`config.mk`:
```
export PLATFORM = sky130hd
export DESIGN_NAME = irq_dest_resolver
export DESIGN_NICKNAME = d
export VERILOG_FILES = /design/src/rtl/irq_dest_pkg.sv /design/src/rtl/irq_first_set.sv /design/src/rtl/irq_dest_mask.sv /design/src/rtl/irq_rr_pick.sv /design/src/rtl/irq_dest_resolver.sv
export SDC_FILE = /design/constraint.sdc
export NUM_CORES = 1
export LEC_CHECK = 0
export ABC_CLOCK_PERIOD_IN_PS = 5600
export BUFFER_PORTS_ARGS = -buffer_cell sky130_fd_sc_hd__buf_2
export CAP_MARGIN = 10
export CORE_MARGIN = 2
export CORE_UTILIZATION = 51
export CTS_CLUSTER_DIAMETER = 150
export DETAILED_ROUTE_END_ITERATION = 7
export PLACE_DENSITY = 0.91
export SYNTH_ARGS = -nofsm -noshare
export SYNTH_HDL_FRONTEND = slang
export SYNTH_SLANG_ARGS = --single-unit
```
`constraint.sdc`:
```
create_clock -name clk -period 5.6 [get_ports clk]
set_input_delay 0.28 -clock clk [delete_from_list [all_inputs] [get_ports clk]]
set_output_delay 0.28 -clock clk [all_outputs]
set_load 0.1 [all_outputs]
```
`src/rtl/irq_dest_pkg.sv`:
```
package irq_dest_pkg;
    localparam int DMODE_W = 3;
    localparam logic [DMODE_W-1:0] DM_FIXED  = 3'd0;
    localparam logic [DMODE_W-1:0] DM_LOWEST = 3'd1;

    typedef enum logic {
        ST_IDLE = 1'b0,
        ST_SEND = 1'b1
    } rsv_state_e;
endpackage

```
`src/rtl/irq_first_set.sv`:
```
module irq_first_set #(
    parameter int W = 16
) (
    input  logic [W-1:0] vec_i,
    output logic [W-1:0] first_o
);
    // isolate the lowest set bit
    assign first_o = vec_i & (~vec_i + W'(1));
endmodule

```
`src/rtl/irq_dest_mask.sv`:
```
module irq_dest_mask #(
    parameter int NUM_CPU = 16,
    parameter int ID_W    = 8
) (
    input  logic [ID_W-1:0]         dest_i,
    input  logic                    logical_i,
    input  logic [NUM_CPU-1:0]      present_i,
    input  logic [NUM_CPU*ID_W-1:0] phys_id_i,
    input  logic [NUM_CPU*ID_W-1:0] log_id_i,
    output logic [NUM_CPU-1:0]      mask_o
);
    localparam logic [ID_W-1:0] BCAST = '1;

    logic [NUM_CPU-1:0] phys_hit;
    logic [NUM_CPU-1:0] log_hit;
    logic [NUM_CPU-1:0] phys_first;

    for (genvar g = 0; g < NUM_CPU; g++) begin : g_cpu
        assign phys_hit[g] = present_i[g] && (phys_id_i[g*ID_W +: ID_W] == dest_i);
        assign log_hit[g]  = present_i[g] && ((log_id_i[g*ID_W +: ID_W] & dest_i) != '0);
    end

    irq_first_set #(.W(NUM_CPU)) u_phys_first (
        .vec_i  (phys_hit),
        .first_o(phys_first)
    );

    always_comb begin
        if (logical_i) begin
            mask_o = (dest_i == '0) ? '0 : log_hit;
        end else if (dest_i == BCAST) begin
            mask_o = present_i;
        end else begin
            mask_o = phys_first;
        end
    end

    always_comb begin
        if (!logical_i && dest_i != BCAST) begin
            a_r2_single_phys: assert ($onehot0(mask_o));
        end
        a_r4_only_present: assert ((mask_o & ~present_i) == '0);
    end
endmodule

```
`src/rtl/irq_rr_pick.sv`:
```
module irq_rr_pick #(
    parameter int NUM_CPU = 16,
    parameter int PTR_W   = 4
) (
    input  logic [NUM_CPU-1:0] mask_i,
    input  logic [PTR_W-1:0]   ptr_i,
    output logic [NUM_CPU-1:0] onehot_o,
    output logic [PTR_W-1:0]   idx_o,
    output logic               found_o
);
    always_comb begin
        found_o = 1'b0;
        idx_o   = '0;
        // scan downward in offset so the nearest candidate wins
        for (int off = NUM_CPU - 1; off >= 0; off--) begin
            int c;
            c = int'(ptr_i) + off;
            if (c >= NUM_CPU) c = c - NUM_CPU;
            if (mask_i[c]) begin
                found_o = 1'b1;
                idx_o   = PTR_W'(c);
            end
        end
        onehot_o = found_o ? (NUM_CPU'(1) << idx_o) : '0;
    end

    always_comb begin
        if (found_o) begin
            a_r7_pick_in_mask: assert ((onehot_o & ~mask_i) == '0);
        end
    end
endmodule

```
`src/rtl/irq_dest_resolver.sv`:
```
module irq_dest_resolver
    import irq_dest_pkg::*;
#(
    parameter int NUM_CPU = 16,
    parameter int ID_W    = 8,
    parameter int VEC_W   = 8
) (
    input  logic                    clk,
    input  logic                    rst_n,
    input  logic                    req_valid,
    output logic                    req_ready,
    input  logic [ID_W-1:0]         req_dest,
    input  logic                    req_logical,
    input  logic [DMODE_W-1:0]      req_dmode,
    input  logic [VEC_W-1:0]        req_vector,
    input  logic                    req_trig,
    input  logic [NUM_CPU-1:0]      cpu_present,
    input  logic [NUM_CPU*ID_W-1:0] cpu_phys_id,
    input  logic [NUM_CPU*ID_W-1:0] cpu_log_id,
    output logic [NUM_CPU-1:0]      inj_strobe,
    output logic [VEC_W-1:0]        inj_vector,
    output logic                    inj_trig,
    output logic                    unsupported
);
    localparam int PTR_W = (NUM_CPU > 1) ? $clog2(NUM_CPU) : 1;
    localparam logic [PTR_W-1:0] PTR_LAST = PTR_W'(NUM_CPU - 1);

    typedef struct packed {
        rsv_state_e         st;
        logic [NUM_CPU-1:0] pend;
        logic [PTR_W-1:0]   ptr;
        logic [VEC_W-1:0]   vec;
        logic               trig;
        logic               unsup;
    } ctx_t;

    ctx_t s_d, s_q;

    logic [NUM_CPU-1:0] tgt_mask;
    logic [NUM_CPU-1:0] rr_onehot;
    logic [PTR_W-1:0]   rr_idx;
    logic               rr_found;
    logic [NUM_CPU-1:0] pend_first;
    logic [NUM_CPU-1:0] pend_rest;
    logic               accept;

    irq_dest_mask #(.NUM_CPU(NUM_CPU), .ID_W(ID_W)) u_mask (
        .dest_i   (req_dest),
        .logical_i(req_logical),
        .present_i(cpu_present),
        .phys_id_i(cpu_phys_id),
        .log_id_i (cpu_log_id),
        .mask_o   (tgt_mask)
    );

    irq_rr_pick #(.NUM_CPU(NUM_CPU), .PTR_W(PTR_W)) u_rr (
        .mask_i  (tgt_mask),
        .ptr_i   (s_q.ptr),
        .onehot_o(rr_onehot),
        .idx_o   (rr_idx),
        .found_o (rr_found)
    );

    irq_first_set #(.W(NUM_CPU)) u_pend_first (
        .vec_i  (s_q.pend),
        .first_o(pend_first)
    );

    assign pend_rest = s_q.pend & ~pend_first;
    assign accept    = req_valid && (s_q.st == ST_IDLE);

    always_comb begin
        s_d       = s_q;
        s_d.unsup = 1'b0;
        if (accept) begin
            s_d.vec  = req_vector;
            s_d.trig = req_trig;
            if (req_dmode == DM_FIXED) begin
                s_d.pend = tgt_mask;
                s_d.st   = (tgt_mask != '0) ? ST_SEND : ST_IDLE;
            end else if (req_dmode == DM_LOWEST) begin
                s_d.pend = rr_onehot;
                if (rr_found) begin
                    s_d.st  = ST_SEND;
                    s_d.ptr = (rr_idx == PTR_LAST) ? '0 : rr_idx + PTR_W'(1);
                end
            end else begin
                s_d.pend  = '0;
                s_d.unsup = 1'b1;
            end
        end else if (s_q.st == ST_SEND) begin
            s_d.pend = pend_rest;
            if (pend_rest == '0) s_d.st = ST_IDLE;
        end
    end

    always_ff @(posedge clk) begin
        if (!rst_n) s_q <= ctx_t'('0);
        else        s_q <= s_d;
    end

    assign req_ready   = (s_q.st == ST_IDLE);
    assign inj_strobe  = (s_q.st == ST_SEND) ? pend_first : '0;
    assign inj_vector  = s_q.vec;
    assign inj_trig    = s_q.trig;
    assign unsupported = s_q.unsup;

    a_r9_one_strobe: assert property (@(posedge clk) disable iff (!rst_n)
        $onehot0(inj_strobe));
    a_r9_idle_quiet: assert property (@(posedge clk) disable iff (!rst_n)
        req_ready |-> (inj_strobe == '0));
    a_r9_busy_strobes: assert property (@(posedge clk) disable iff (!rst_n)
        !req_ready |-> (inj_strobe != '0));
    a_r8_reject_flag: assert property (@(posedge clk) disable iff (!rst_n)
        (req_valid && req_ready && req_dmode > DM_LOWEST) |=> (unsupported && inj_strobe == '0));
    a_r7_single_shot: assert property (@(posedge clk) disable iff (!rst_n)
        (req_valid && req_ready && req_dmode == DM_LOWEST && tgt_mask != '0)
        |=> (inj_strobe != '0) ##1 req_ready);
    a_r5_empty_ready: assert property (@(posedge clk) disable iff (!rst_n)
        (req_valid && req_ready && tgt_mask == '0) |=> req_ready);
endmodule

```
# After elaboration in Yosys (flattened, before gate mapping)
# Index checks and enable logic that the tools add are counted.
[totals] inputBits=296 reg_bits=31 word_cells=288
[classes] mux=111 add_sub_neg=34 magnitude_cmp=32 n_shift=1 bitwise_logic=26 eq_ne=21 n_reduce_logical=57
[op_table] operator="32-bit by 6-bit < comparator with 1-bit output (second input constant)" n=16
[op_table] operator="32-bit two-way mux" n=16
[op_table] operator="32-bit by 6-bit >= comparator with 1-bit output (second input constant)" n=15
[op_table] operator="32-bit by 6-bit subtractor with 32-bit output (second input constant)" n=15
[op_table] operator="8-bit AND" n=16
[op_table] operator="8-bit == test" n=16
[op_table] operator="8-bit nonzero test" n=16
[op_table] operator="16-bit two-way mux" n=6
[op_table] operator="4-bit two-way mux" n=17
[op_table] operator="1-bit binary-select mux with 4-bit select" n=16
[op_table] operator="1-bit two-way mux" n=53
[op_table] operator="17-bit two-way mux" n=3
[op_table] operator="16-bit AND" n=3
[op_table] operator="16-bit inverter" n=3
[op_table] operator="4-bit by 4-bit adder with 5-bit output (second input constant)" n=8
[op_table] operator="1-bit logical AND" n=33
[op_table] operator="16-bit by 1-bit adder with 16-bit output (second input constant)" n=2
[op_table] operator="4-bit by 3-bit adder with 5-bit output (second input constant)" n=4
[op_table] operator="16-bit zero test" n=1
[op_table] operator="16-bit nonzero test" n=1
[op_table] operator="1-bit by 4-bit << shifter with 16-bit output (first input constant)" n=1
[op_table] operator="4-bit by 2-bit adder with 5-bit output (second input constant)" n=2
[op_table] operator="8-bit == test (second input constant)" n=1
[op_table] operator="8-bit zero test" n=1
[op_table] operator="14 further kinds" n=17

# Depth between registers and ports, before layout
[logic_depth] ltp_word=31 ltp_mapped=22 ltp_nobuf=18

# By module
# From an unflattened synthesis, not the netlist that was laid out.
[unflattened] hier_cells=927 area_unflattened_um2=7554.7
[by_module_without_submodules] mod="irq_rr_pick" seq_area_each_um2=0.0 instances=1 area_each_um2=2732.6 cells_each=322
[by_module_without_submodules] mod="irq_dest_mask" seq_area_each_um2=0.0 instances=1 area_each_um2=2546.2 cells_each=346
[by_module_without_submodules] mod="irq_dest_resolver" seq_area_each_um2=620.6 instances=1 area_each_um2=1803.0 cells_each=197
[by_module_without_submodules] mod="irq_first_set" seq_area_each_um2=0.0 instances=2 area_each_um2=236.5 cells_each=31

# Least setup slack after synthesis
# No wires, ideal clock.
[synth_timing] kind="register -> output" from="reg s_q[17] in the netlist's numbering" to="out inj_strobe[15]" slack_ns=0.586 stages_incl_launch_ff=11 t_arrival_ns=4.734 cell_sequence="dfxtp_1 or3_1 nor2_1 nand2_1 or3_1 or2_2 nor3_1 nand2b_1 or2_2 or3_1 nor3b_1"
[synth_via] elab_chain_len=4
[synth_rtl] item="from (decl)" line_no="irq_dest_resolver.sv:37" rtl="ctx_t s_d, s_q;"
[synth_rtl] item="from (signal assigned)" line_no="irq_dest_resolver.sv:98" rtl="if (!rst_n) s_q <= ctx_t'('0);"
[synth_rtl] item="16-bit inverter" line_no="irq_first_set.sv:8" rtl="assign first_o = vec_i & (~vec_i + W'(1));"
[synth_rtl] item="16-bit by 1-bit adder with 16-bit output" line_no="irq_first_set.sv:8"
[synth_rtl] item="16-bit AND" line_no="irq_first_set.sv:8"
[synth_rtl] item="16-bit two-way mux" line_no="irq_dest_resolver.sv:103" rtl="assign inj_strobe = (s_q.st == ST_SEND) ? pend_first : '0;"
[synth_rtl] item="to (decl)" line_no="irq_dest_resolver.sv:20" rtl="output logic [NUM_CPU-1:0] inj_strobe,"
# No other way between the ends.

# Worst setup path in the final report
[layout_timing] from="in req_dest[7]" to="reg s_q[13] in the netlist's numbering"
[layout_via] elab_chain_len=28 elab_cells_between_ends=172
[layout_rtl] item="from (decl)" line_no="irq_dest_resolver.sv:12" rtl="input logic [ID_W-1:0] req_dest,"
[layout_rtl] item="8-bit == test" line_no="irq_dest_mask.sv:19" rtl="assign phys_hit[g] = present_i[g] && (phys_id_i[g*ID_W +: ID_W] == dest_i);"
[layout_rtl] item="1-bit logical AND" line_no="irq_dest_mask.sv:19"
[layout_rtl] item="16-bit inverter" line_no="irq_first_set.sv:8"
[layout_rtl] item="16-bit by 1-bit adder with 16-bit output" line_no="irq_first_set.sv:8"
[layout_rtl] item="16-bit AND" line_no="irq_first_set.sv:8"
[layout_rtl] item="16-bit two-way mux" line_no="irq_dest_mask.sv:31" rtl="end else if (dest_i == BCAST) begin"
[layout_rtl] item="16-bit two-way mux (*)" line_no="irq_dest_mask.sv:29" rtl="if (logical_i) begin"
[layout_rtl] item="1-bit binary-select mux with 4-bit select" line_no="irq_rr_pick.sv:19" rtl="if (mask_i[c]) begin"
[layout_rtl] item="1-bit two-way mux (not written as such) (2 in a row)" line_no="irq_rr_pick.sv:19"
[layout_rtl] item="4-bit two-way mux (16 in a row)" line_no="irq_rr_pick.sv:19"
[layout_rtl] item="4-bit by 1-bit adder with 4-bit output / 4-bit == test (equally long branches)" line_no="irq_dest_resolver.sv:85" rtl="s_d.ptr = (rr_idx == PTR_LAST) ? '0 : rr_idx + PTR_W'(1);"
[layout_rtl] item="4-bit two-way mux" line_no="irq_dest_resolver.sv:85"
# Mark *: on every way between the ends. The rest lies on a longest branch, timed or not. The select of a mux whose other input is x is not followed.
# A chain may end at the register's enable or synchronous reset.

==> results.md <==
- Die H: between 100 and 150 microns
- Final worst-path cycle share: 0.9235
- CP peak stage delay: 0.55 ns
- Largest family of logic cells by synthesized area: compound AO/OA/AOI/OAI gates
- Max Cap Violations: 0
- Total track usage: 0.4480
- P&R area growth vs syn: 28.02%
- Nets: roughly 1700
- Pint: 1186 uW
- Cell Pwr Density: about 230 nW/um^2
- CTS sink count: 31
- Wirelength per Cell: 23.48 microns
- Post-synth EDFFs: 0
- Die Wd: around 130 microns
- Worst Setup End Kind: register
- Dpl cells: roughly 1600
- Worst Skew: 0.004870 ns
- P_sw: about 1100 uW
- Post-Syn Instances: 1074
- Clk slew on worst S/H paths: about 0.050 ns
- Maximum VDD drop: between 0.15 and 0.2 mV
- Routed WL: between 30 and 40 mm
- WL met2: between 15 and 20 mm
- RSZ-0062 raised after global routing: no
- I/O Buffers: ~320
- R2r setup slk: roughly 0.94 ns
- Post-Synth XOR/XNOR Area: 0.1605
- Critical Path AT: around 5.3 ns
- YS warnings: 0
- Root Buffer: clkbuf_16
- Placeable Area: approximately 15000 sq um
- Starting density of the core: 0.5154
- Initial antenna violation count: 0
- CTS tree: built
- Pre-CTS setup slack: between 0.2 and 0.25 ns
- Clk buf depth: 2
- Setup bufs post-CTS: 0
- # diodes: 0
- Switching Share: 0.4895
- Highest routed layer: met4
- Worst Hold Class: in -> reg
- Max-slew violations: 0
- Post-synth top area cell: xnor2_1
- Post-layout min period: roughly 5.2 ns
- Grt ovf: 0
- Leakage: roughly 0.0042 uW
- Mux cell area share after synthesis: 0.01001
- Worst setup path category: in -> reg
- Commonest non-fill, non-tap cell in the layout: buf_2
- Synth Area in Adders: 0.02616
- Flop pwr share: 0.110
- Final setup fails: 0
- Synth top area share: 0.1402
- Ys flop type: dfxtp_1
- First-pass GRT wire length: roughly 57 mm
- Syn avg cell area: a little over 7 sq um
- Share of cells above drive strength 1: 0.3395
- H-tree levels: 2
- Syn Std Cell Area: about 7700 sq um
- Final worst setup slack: around 0.43 ns
- Critical path's top delay family: compound AO/OA/AOI/OAI gates
- Remaining DRCs: 0
- Die area: about 16000 sq um
- Buf+Inv Stages, Crit Path: 3
- Final Non-Filler Cells: about 1600
- Most frequent cells in the layout: buf_2 (322), xnor2_1 (124), nand2_1 (110)
- Simple logic cell fraction of the synthesized area: 0.2888
- GPL Wtd Cong: 1.085
- Seq/Total Area, Yosys: 0.08010
- Synth Register Bits: 31
- Number of buffers created by CTS: 5
- Slowest CP cell: nor3_2
- Syn_nets: ~1400
- Post-DP HPWL: 30.99 mm
- Most area-consuming cells after synthesis: xnor2_1 (14%), dfxtp_1 (8.0%), nand2_1 (5.3%), a22oi_1 (4.6%), nand4_1 (3.2%)
- Hold Slack: about 0.25 ns
- DR vias/cell: approximately 6.7
- Hold Buf Count CTS: 0
- Clock latency on the worst-skew pair: around 0.28 ns
- Largest net degree at the start of global routing: 35
- Worst rel slew slack: 0.2251
- M1 wire length: 15.25 mm
- Fmax: 193.4 MHz
- Slew at the pin closest to its max-slew limit: roughly 1.2 ns
- Clock power share: 0.138
- Num ports: between 300 and 400
- Critical-path cell list: buf_2, xor2_1, nor4_2, and3_1, nor3_2, buf_4, nand4_2, o21ai_1, o221ai_1, or3_1, a221o_1, a221oi_1, o211ai_1, o221a_2, inv_1, ha_1, o21ba_2, nor4_1, nor3_1
- Compound-Gate Fraction of Synth Area: 0.3495
- Initial DRC count: between 1000 and 1500
- Via count: around 11000
- CP Launch Type: primary input
- Vias in the first global route: just over 10000
- Post-cts sizing count: 0
- FP Rows: 45
- FFs w/ async S/R, synth: 0
- Required time worst endpoint: between 5 and 6 ns
- Met3 WL: ~5.4 mm
- Setup TNS: 0 ns
- Status: finished clean
- First-pass iteration count of the detailed router: 8
- Combinational power share: 0.752
- Maximum fanout along the worst path: 15
- Fin. Hold Viols: 0
- Distinct cells, synth: 98
- Final ANT Viol Nets: 0
-- path summary, 6_finish.rpt --
path,from,end,cells past startpoint
setup reg to reg,s_q[11],s_q[13],16
hold / removal,req_vector[1],inj_vector[1],3
setup / recovery,req_dest[7],s_q[13],19
hold reg to reg,inj_vector[3],inj_vector[3],2
-- logic make-up after synthesis --
kind of cell,count (synthesis)
and+or+nand+nor,415
xor gates and xnor gates,142
adders and majority gates,17
buffers and inverters,101
AOI/OAI and AO/OA,362
muxes,6
DFF,31
-- cell usage after synthesis (all sizes together) (9+ instances only) --
| cell | instances |
|---|---|
| nand2 | 111 |
| and3 | 16 |
| o21ai | 55 |
| a221oi | 14 |
| o21a | 11 |
| or3 | 12 |
| nor2 | 58 |
| nor3 | 49 |
| a21oi | 43 |
| a311oi | 9 |
| a211oi | 13 |
| nor2b | 9 |
| a22oi | 48 |
| xor2 | 18 |
| and2 | 21 |
| nor4 | 16 |
| dfxtp | 31 |
| buf | 46 |
| o211ai | 13 |
| a31oi | 20 |
| nand4 | 44 |
| inv | 19 |
| clkbuf | 35 |
| ha | 13 |
| a21boi | 13 |
| nand3 | 42 |
| xnor2 | 124 |
| a22o | 9 |
-- metrics by stage --
stage          cell area, sq um  power (uW)    util
6_report                   9918        2323  0.6598
5_1_grt                    9918        2448  0.6598
4_1_cts                    9911        2260  0.6593
3_5_place_dp               9737        1926  0.6477
3_3_place_gp               9737        1924  0.6477
2_1_floorplan              7747        1322       -
-- worst register-to-register path, delay by kind of cell, from the launching register on --
kind	cells	cell delay [ns]
simple gates	6	1.33
xor+xnor	1	0.93
compound gates	6	1.60
buf+inv	2	0.14
flops	1	0.31
fa+ha+maj	1	0.28
-- power by group through the flow --
stage,clock [uW],combinational (uW),sequential (uW)
2_1_floorplan,0,1060,261
3_3_place_gp,0,1670,257
3_5_place_dp,0,1670,258
4_1_cts,322,1680,254
5_1_grt,336,1850,257
6_report,322,1750,255
-- cell type report --
type,instances,area (sq um)
flip-flops and latches,31,620.6
multi-input cells,942,6479
well taps,188,235.2
clock buffers,6,138.9
clock inverters,2,35.03
repair buffers,413,2332
inverters,20,77.57
fillers,1276,5115
-- state kept, by name, summed over array words and instances, names as in the netlist --
register and flops:
s_q 21, unsupported 1, inj_vector 8, inj_trig 1
-- metal layers --
layer,GRT usage,vias to the layer above
li1,-,4802
met1,0.6139,5002
met2,0.6550,868
met3,0.1466,131
met4,0.1642,0
met5,0,-
Power figures use the tool's default switching activity.
